## src/rtl/irq_claim_pkg.sv

```systemverilog
package irq_claim_pkg;
  localparam int unsigned WORD_W = 32;

  function automatic int unsigned words_for(input int unsigned n);
    return (n + WORD_W - 1) / WORD_W;
  endfunction
endpackage

```

## src/rtl/irq_src_bank.sv

```systemverilog
module irq_src_bank
  import irq_claim_pkg::*;
#(
  parameter int unsigned N_SRC  = 32,
  parameter int unsigned PRIO_W = 3,
  parameter int unsigned ID_W   = 5,
  localparam int unsigned N_WORDS = words_for(N_SRC),
  localparam int unsigned TOT     = N_WORDS * WORD_W
) (
  input  logic                                 clk_i,
  input  logic                                 rst_ni,
  input  logic [N_SRC-1:0]                     set_pend_i,
  input  logic                                 prio_we_i,
  input  logic [ID_W-1:0]                      prio_id_i,
  input  logic [PRIO_W-1:0]                    prio_val_i,
  input  logic                                 take_i,
  input  logic [ID_W-1:0]                      take_id_i,
  input  logic                                 done_i,
  input  logic [ID_W-1:0]                      done_id_i,
  output logic [N_WORDS-1:0][WORD_W-1:0]       pend_o,
  output logic [N_WORDS-1:0][WORD_W-1:0]       claimed_o,
  output logic [TOT-1:0][PRIO_W-1:0]           prio_o
);

  for (genvar s = 0; s < TOT; s++) begin : g_src
    if (s == 0 || s >= N_SRC) begin : g_tie
      // reserved ID 0 and padding bits carry no state
      assign pend_o[s/WORD_W][s%WORD_W]    = 1'b0;
      assign claimed_o[s/WORD_W][s%WORD_W] = 1'b0;
      assign prio_o[s]                     = '0;
    end else begin : g_live
      logic              pend_q, claimed_q;
      logic [PRIO_W-1:0] prio_q;
      logic              hit_take, hit_done, hit_prio;

      assign hit_take = take_i    && (take_id_i == ID_W'(s));
      assign hit_done = done_i    && (done_id_i == ID_W'(s));
      assign hit_prio = prio_we_i && (prio_id_i == ID_W'(s));

      always_ff @(posedge clk_i or negedge rst_ni) begin
        if (!rst_ni) begin
          pend_q    <= 1'b0;
          claimed_q <= 1'b0;
          prio_q    <= '0;
        end else begin
          // a fresh request outranks the clear done by a claim
          if (set_pend_i[s])  pend_q <= 1'b1;
          else if (hit_take)  pend_q <= 1'b0;
          if (hit_take)       claimed_q <= 1'b1;
          else if (hit_done)  claimed_q <= 1'b0;
          if (hit_prio)       prio_q <= prio_val_i;
        end
      end

      assign pend_o[s/WORD_W][s%WORD_W]    = pend_q;
      assign claimed_o[s/WORD_W][s%WORD_W] = claimed_q;
      assign prio_o[s]                     = prio_q;
    end
  end

endmodule

```

## src/rtl/irq_tgt_cfg.sv

```systemverilog
module irq_tgt_cfg
  import irq_claim_pkg::*;
#(
  parameter int unsigned N_SRC  = 32,
  parameter int unsigned PRIO_W = 3,
  localparam int unsigned N_WORDS = words_for(N_SRC),
  localparam int unsigned TOT     = N_WORDS * WORD_W
) (
  input  logic                           clk_i,
  input  logic                           rst_ni,
  input  logic                           en_we_i,
  input  logic [N_SRC-1:0]               en_mask_i,
  input  logic                           thr_we_i,
  input  logic [PRIO_W-1:0]              thr_val_i,
  output logic [N_WORDS-1:0][WORD_W-1:0] en_o,
  output logic [PRIO_W-1:0]              thr_o
);

  logic [TOT-1:0] en_q;

  always_ff @(posedge clk_i or negedge rst_ni) begin
    if (!rst_ni) begin
      en_q  <= '0;
      thr_o <= '0;
    end else begin
      if (en_we_i)  en_q  <= TOT'(en_mask_i);
      if (thr_we_i) thr_o <= thr_val_i;
    end
  end

  assign en_o = en_q;

endmodule

```

## src/rtl/irq_max_search.sv

```systemverilog
module irq_max_search
  import irq_claim_pkg::*;
#(
  parameter int unsigned N_SRC  = 32,
  parameter int unsigned PRIO_W = 3,
  parameter int unsigned ID_W   = 5,
  localparam int unsigned N_WORDS = words_for(N_SRC),
  localparam int unsigned TOT     = N_WORDS * WORD_W
) (
  input  logic [N_WORDS-1:0][WORD_W-1:0] pend_i,
  input  logic [N_WORDS-1:0][WORD_W-1:0] claimed_i,
  input  logic [N_WORDS-1:0][WORD_W-1:0] en_i,
  input  logic [TOT-1:0][PRIO_W-1:0]     prio_i,
  input  logic [PRIO_W-1:0]              thr_i,
  output logic [ID_W-1:0]                win_id_o,
  output logic                           win_vld_o
);

  logic [PRIO_W-1:0] best_prio;

  always_comb begin
    best_prio = thr_i;
    win_id_o  = '0;
    win_vld_o = 1'b0;
    for (int w = 0; w < int'(N_WORDS); w++) begin
      for (int b = 0; b < int'(WORD_W); b++) begin
        // strict compare keeps the lowest ID on a tie
        if (pend_i[w][b] && !claimed_i[w][b] && en_i[w][b] &&
            (w * WORD_W + b) != 0 && prio_i[w*WORD_W+b] > best_prio) begin
          best_prio = prio_i[w*WORD_W+b];
          win_id_o  = ID_W'(w * WORD_W + b);
          win_vld_o = 1'b1;
        end
      end
    end
  end

endmodule

```

## src/rtl/irq_claim_arbiter.sv

```systemverilog
module irq_claim_arbiter
  import irq_claim_pkg::*;
#(
  parameter int unsigned N_SRC  = 32,
  parameter int unsigned PRIO_W = 3,
  localparam int unsigned ID_W    = (N_SRC > 1) ? $clog2(N_SRC) : 1,
  localparam int unsigned N_WORDS = words_for(N_SRC),
  localparam int unsigned TOT     = N_WORDS * WORD_W
) (
  input  logic              clk_i,
  input  logic              rst_ni,
  input  logic [N_SRC-1:0]  set_pend_i,
  input  logic              prio_we_i,
  input  logic [ID_W-1:0]   prio_id_i,
  input  logic [PRIO_W-1:0] prio_val_i,
  input  logic              en_we_i,
  input  logic [N_SRC-1:0]  en_mask_i,
  input  logic              thr_we_i,
  input  logic [PRIO_W-1:0] thr_val_i,
  input  logic              claim_i,
  output logic [ID_W-1:0]   claim_id_o,
  input  logic              done_i,
  input  logic [ID_W-1:0]   done_id_i,
  output logic              irq_o
);

  logic [N_WORDS-1:0][WORD_W-1:0] pend_w, claimed_w, en_w;
  logic [TOT-1:0][PRIO_W-1:0]     prio_w;
  logic [PRIO_W-1:0]              thr_w;
  logic [ID_W-1:0]                win_id;
  logic                           win_vld, take;
  logic [TOT-1:0]                 pend_flat, claimed_flat, en_flat;

  assign take       = claim_i && win_vld;
  assign claim_id_o = claim_i ? win_id : '0;
  assign irq_o      = win_vld;

  irq_src_bank #(.N_SRC(N_SRC), .PRIO_W(PRIO_W), .ID_W(ID_W)) u_bank (
    .clk_i, .rst_ni, .set_pend_i,
    .prio_we_i, .prio_id_i, .prio_val_i,
    .take_i(take), .take_id_i(win_id),
    .done_i, .done_id_i,
    .pend_o(pend_w), .claimed_o(claimed_w), .prio_o(prio_w)
  );

  irq_tgt_cfg #(.N_SRC(N_SRC), .PRIO_W(PRIO_W)) u_cfg (
    .clk_i, .rst_ni, .en_we_i, .en_mask_i, .thr_we_i, .thr_val_i,
    .en_o(en_w), .thr_o(thr_w)
  );

  irq_max_search #(.N_SRC(N_SRC), .PRIO_W(PRIO_W), .ID_W(ID_W)) u_search (
    .pend_i(pend_w), .claimed_i(claimed_w), .en_i(en_w), .prio_i(prio_w),
    .thr_i(thr_w), .win_id_o(win_id), .win_vld_o(win_vld)
  );

  assign pend_flat    = pend_w;
  assign claimed_flat = claimed_w;
  assign en_flat      = en_w;


  winner_ok_chk: assert property (@(posedge clk_i) disable iff (!rst_ni)
    (claim_i && claim_id_o != '0) |->
      (pend_flat[claim_id_o] && !claimed_flat[claim_id_o] &&
       en_flat[claim_id_o] && prio_w[claim_id_o] > thr_w));


  claim_take_chk: assert property (@(posedge clk_i) disable iff (!rst_ni)
    (claim_i && claim_id_o != '0) |=> claimed_flat[$past(claim_id_o)]);


  claim_clear_chk: assert property (@(posedge clk_i) disable iff (!rst_ni)
    (claim_i && claim_id_o != '0 && !set_pend_i[claim_id_o]) |=>
      !pend_flat[$past(claim_id_o)]);


  idle_claim_chk: assert property (@(posedge clk_i) disable iff (!rst_ni)
    (claim_i && claim_id_o == '0 && !done_i) |=> $stable(claimed_flat));


  done_clear_chk: assert property (@(posedge clk_i) disable iff (!rst_ni)
    (done_i && 32'(done_id_i) < TOT && !(claim_i && claim_id_o == done_id_i)) |=>
      !claimed_flat[$past(done_id_i)]);


  src0_chk: assert property (@(posedge clk_i) disable iff (!rst_ni)
    !pend_flat[0] && !claimed_flat[0]);


  thr_max_chk: assert property (@(posedge clk_i) disable iff (!rst_ni)
    (thr_w == '1) |-> !irq_o);

endmodule

```

## config.mk

```make
export PLATFORM = sky130hd
export DESIGN_NAME = irq_claim_arbiter
export DESIGN_NICKNAME = d
export VERILOG_FILES = /design/src/rtl/irq_claim_pkg.sv /design/src/rtl/irq_src_bank.sv /design/src/rtl/irq_tgt_cfg.sv /design/src/rtl/irq_max_search.sv /design/src/rtl/irq_claim_arbiter.sv
export SDC_FILE = /design/constraint.sdc
export NUM_CORES = 1
export LEC_CHECK = 0
export BUFFER_PORTS_ARGS = -buffer_cell sky130_fd_sc_hd__buf_2
export CORE_MARGIN = 3
export CORE_UTILIZATION = 40
export CTS_CLUSTER_DIAMETER = 60
export CTS_CLUSTER_SIZE = 25
export DETAILED_ROUTE_END_ITERATION = 12
export GPL_TIMING_DRIVEN = 0
export SYNTH_ARGS = -nofsm -noshare
export SYNTH_HDL_FRONTEND = slang
export SYNTH_SLANG_ARGS = --single-unit
```

## constraint.sdc

```tcl
create_clock -name clk_i -period 111.8 [get_ports clk_i]
set_clock_uncertainty 0.15 [all_clocks]
set_input_delay 11.18 -clock clk_i [delete_from_list [all_inputs] [get_ports clk_i]]
set_output_delay 11.18 -clock clk_i [all_outputs]
set_load 0.02 [all_outputs]
```

# Word level (Yosys, flattened, before mapping)
# Index checks and enable logic that the tools add are counted.
# Widths: inputs -> output; s select.
# totals
regBits	190
input_bits	87
output_inout_bits	6
elab_cells	716
# op_classes
n_lt_le_gt_ge	31
eq_ne	93
n_mux	217
n_reduce_logical	280
# op_table
cell	count
$eq 5x5->1 const B	48
$logic_and 1x1->1	187
$mux 1	156
$mux 5	31
$reduce_bool 2->1	62
$eq 5x4->1 const B	24
$gt 3x3->1	31
$mux 3	30
$eq 5x3->1 const B	12
$logic_not 1->1	31
$eq 5x2->1 const B	6
$eq 5x1->1 const B	3

# Longest topological paths before layout
# logic_depth
ltp_word	99
ltp_mapped	226
depth_no_buf	221

# Hierarchy
# From an unflattened synthesis, not the netlist that was laid out.
# hier_totals
cells_unflattened	1379
hier_area_um2	13022.5
# by_module_without_submodules
mod	instances	cells_per_inst	area_each_um2	seq_area_each_um2
irq_src_bank	1	523	6618.8	3878.7
irq_max_search	1	776	4912.2	0.0
irq_tgt_cfg	1	74	1453.9	875.8
irq_claim_arbiter	1	6	37.5	0.0

# Worst setup path before layout
# Ideal clock, no wire load.
# synth_path
kind	reg-to-output
from	register u_cfg.thr_o[2]
to	output port claim_id_o[2]
t_arrival_ns	39.075
required_ns	100.470
slack_ns	61.395
path_stages_with_launch	211
path_buffers	5
cell_sequence	dfrtp_1 inv_1 ha_1 nand3_1 and4b_1 buf_6 nand2_1 o21ai_0 ha_1 nor3_1 nor3_1 a211oi_1 mux2_2 ha_1 nor2_1 o211ai_1 a31oi_1 mux2_2 [... 175 more ...] nor2_1 a41oi_1 and2_1 clkbuf_1 mux2_2 ha_1 nor2b_1 o21ai_0 a21oi_1 buf_4 mux2_2 ha_1 o21ai_0 inv_1 o21ai_0 nand2b_1 a211oi_1 a21boi_0
# synth_between
elab_chain_len	94
word_cells_on_any_way	122
classes_between	order compare: 31; mux: 60; reduce/logical: 31
# synth_lines
element	line	rtl
start, declared	irq_tgt_cfg.sv:16	output logic [PRIO_W-1:0] thr_o
start signal, assigned	irq_tgt_cfg.sv:27	if (thr_we_i) thr_o <= thr_val_i;
$gt 3x3->1	irq_max_search.sv:29	(w * WORD_W + b) != 0 && prio_i[w*WORD_W+b] > best_prio) begin
$logic_and 1x1->1	irq_max_search.sv:29	
$mux 3 (*)	irq_max_search.sv:28	if (pend_i[w][b] && !claimed_i[w][b] && en_i[w][b] &&
$gt 3x3->1	irq_max_search.sv:29	
$logic_and 1x1->1	irq_max_search.sv:29	
$mux 3 (*)	irq_max_search.sv:28	
$gt 3x3->1	irq_max_search.sv:29	
$logic_and 1x1->1	irq_max_search.sv:29	
[... 78 more ...]	n/a	
$mux 3	irq_max_search.sv:28	
$gt 3x3->1	irq_max_search.sv:29	
$logic_and 1x1->1	irq_max_search.sv:29	
$mux 3	irq_max_search.sv:28	
$gt 3x3->1	irq_max_search.sv:29	
$logic_and 1x1->1	irq_max_search.sv:29	
$mux 5 (*)	irq_max_search.sv:28	
$mux 5 (*)	irq_claim_arbiter.sv:35	assign claim_id_o = claim_i ? win_id : '0;
end, declared	irq_claim_arbiter.sv:21	output logic [ID_W-1:0] claim_id_o,
# Every way passes the cells marked *; elsewhere a longest branch is shown, timed or not.

# Final worst setup path
# Ends and elaborated chain as after synthesis.

==> impl_metrics.json <==
{
  "synth-warning-count": 0,
  "drt_pass1_iterations": 5,
  "cts.sinks": 189,
  "outcome": "completed",
  "period_share_pct": 52.0,
  "r2r-start": "u_cfg.thr_o[2]$_DFFE_PN0P_",
  "clock_latency_ns": 0.46,
  "synthCells": 1357,
  "relSlewSlack_pct": 14.6,
  "synth.most_common_cell": "nand2_1",
  "ys_seq_area_share_pct": 38.3,
  "finalSetupTns_ns": 0,
  "stdcell_count": 1870,
  "slowest_stage": "nor4_1",
  "place.gp.congestion": 0.881,
  "drive_gt1_share_pct": 20.9,
  "viasPerCell": 5.80,
  "hold_viol": 0,
  "cts_setup_buffers": 0,
  "hpwlAfterDp_mm": 28.5,
  "syn_area_sq_um": 12400,
  "fmax_mhz": 17.2,
  "endpoint_kind": "primary output",
  "holdWs_ns": 0.325,
  "grt_max_degree": 102,
  "multi_input_area_sq_um": 7260,
  "final-seq-area_sq_um": 4730,
  "wire_per_inst_um": 19.8,
  "ys_ff_latch": 189,
  "tightest_slew_ns": 1.27,
  "min_from": "u_bank.g_src[3].g_live.pend_q$_DFFE_PN0P_",
  "synthAdderAreaFrac_pct": 4.51,
  "slew_violations": 0,
  "cap_viol_max_count": 0,
  "cts_resized": 0,
  "ios": 93,
  "nFillCells": 2931,
  "worstSetupPathType": "flip-flop to primary output",
  "ys_async_sr_fraction_pct": 100,
  "synth_xor_xnor_area_share_pct": 0,
  "core_area_sq_um": 30000,
  "cts-root-buf": "clkbuf_16",
  "grt_use_total_pct": 22.5,
  "synth_top_family_by_area": "compound AO/OA/AOI/OAI gates",
  "synthSimpleGateAreaFrac_pct": 21.7,
  "critPathArrivalTime_ns": 46.77,
  "min_path_cells": 1,
  "ctsLongestPathBuffers": 2,
  "rows": 63,
  "synth_edf_count": 0,
  "die_h_um": 182,
  "drcViolationCount": 0,
  "vias": 10800,
  "initial_core_util_pct": 41.1,
  "crit_path_max_incr_delay_ns": 0.76,
  "synth.top_cells.by_area": "dfrtp_1, mux2_2, nand2_1, o21ai_0, ha_1",
  "ys.flop_type": "dfrtp_1",
  "overflow": 0,
  "synth-compound-area-share_pct": 21.7,
  "worstHoldEndpoint": "u_bank.g_src[3].g_live.pend_q$_DFFE_PN0P_",
  "reg2reg_to": "u_bank.g_src[25].g_live.pend_q$_DFFE_PN0P_",
  "setup.worst_path.start_class": "flip-flop",
  "ys_top_cells_by_count": "nand2_1, dfrtp_1, mux2_2, nor2_1, o21ai_0",
  "ctsHoldBuffers": 0,
  "wirelength_mm": 37.1,
  "ctsHtreeMaxLevel": 4,
  "hp-class": "flip-flop to flip-flop",
  "antenna_found_initial": 5,
  "grt_first_pass_wirelength_mm": 58.5,
  "cts_tree": "built",
  "dp.cells": 1836,
  "critPathMaxFanout": 10,
  "fin_crit_ns": 58.10,
  "ant_nets": 0,
  "crit_required_ns": 100.47,
  "drt_iter0_drc": 760,
  "synth_cell_types": 104,
  "cts_buffers": 17,
  "synth_top_area_share_pct": 38.3,
  "synth_top_cell_by_area": "dfrtp_1",
  "nNetsFinal": 1589,
  "syn_area_per_cell_sq_um": 9.10,
  "rr_worst_depth": 213,
  "r2r_slack_ns": 64.39,
  "clkTransAtPathRegs_ns": 0.08,
  "grt_pass1_vias": 10500,
  "rsz0062_at_grt": "no",
  "die_x_um": 182,
  "area_growth_pct": 12.7,
  "synth.area.mux_share_pct": 10.7,
  "die_area_sq_um": 33000,
  "crit_path_frequent_cell": "ha_1",
  "synth_nets": 1481,
  "setup_viol_count_final": 0,
  "utilization_pct": 46.4,
  "port-buffer-count": 88
}
==> area by class of cell <==
cell class | instances | area share [%]
Multi-Input combinational cell | 1079 | 52.1
Tap cell | 390 | 3.51
Timing Repair Buffer | 89 | 3.43
Antenna cell | 2 | 0.0360
Sequential cell | 189 | 34.0
Buffer | 33 | 1.21
Clock buffer | 20 | 3.35
Inverter | 56 | 1.51
Clock inverter | 12 | 0.854
==> critical path, delay by kind of cell (launching register included) <==
| kind | cells | cell delay [ns] |
|---|---|---|
| AO/OA/AOI/OAI | 74 | 16.96 |
| adder cells (fa/ha/maj) | 37 | 10.42 |
| buffers and inverters | 8 | 1.54 |
| flip-flops | 1 | 0.40 |
| multiplexers | 12 | 4.45 |
| AND/OR/NAND/NOR | 80 | 12.61 |
==> sequential cells by signal (all words and copies together) (netlist names) <==
| name | flops |
|---|---|
| u_bank.g_src.g_live.prio_q | 93 |
| u_bank.g_src.g_live.claimed_q | 31 |
| u_cfg.thr_o | 3 |
| u_cfg.en_o | 31 |
| u_bank.g_src.g_live.pend_q | 31 |
==> per-layer routing <==
metal  global-route usage (%)  part of all wire, %
met1                     32.2                   47
met2                     34.7                   45
met3                     4.39                  5.7
met4                     6.43                  2.2
met5                        0                 0.10
==> placed cells by master (no fill, tap or decap), types with 18 or more instances in the layout <==
cell type and n:
a21o_1 36, a21oi_1 43, and2_1 23, and3_1 19, buf_2 90, clkbuf_1 19, dfrtp_1 189, ha_1 37
inv_1 56, mux2_2 116, nand2_1 203, nand2b_1 24, nand3_1 46, nor2_1 111, nor3_1 23, o21a_1 18
o21ai_0 102
==> per-stage QoR <==
| stage | cell area (sq um) | worst slack (ns) |
|---|---|---|
| finish | 13900 | 53.70 |
| global route | 13900 | 49.69 |
| CTS | 13900 | 53.93 |
| detailed placement | 13300 | 54.58 |
| global placement | 13300 | 55.34 |
| floorplan | 12400 | 61.39 |
==> cell families after synthesis <==
logic type / count (synthesis)
mux: 118
compound gates: 372
flops: 189
buf+inv: 89
simple gates: 543
fa+ha+maj: 46
==> worst max path at each step <==
stage,from,endpoint,slack [ns],depth (start not counted)
floorplan,u_cfg.thr_o[2]$_DFFE_PN0P_,claim_id_o[2],61.39,210
global placement,u_cfg.thr_o[2]$_DFFE_PN0P_,claim_id_o[2],55.34,209
detailed placement,u_cfg.thr_o[2]$_DFFE_PN0P_,claim_id_o[2],54.58,210
CTS,u_cfg.thr_o[2]$_DFFE_PN0P_,claim_id_o[2],53.93,211
global route,u_cfg.thr_o[2]$_DFFE_PN0P_,claim_id_o[2],49.69,215
finish,u_cfg.thr_o[2]$_DFFE_PN0P_,claim_id_o[2],53.70,211
Power is not shown: default switching activity piles up to over one toggle a cycle in this logic, so the estimate is an artifact.
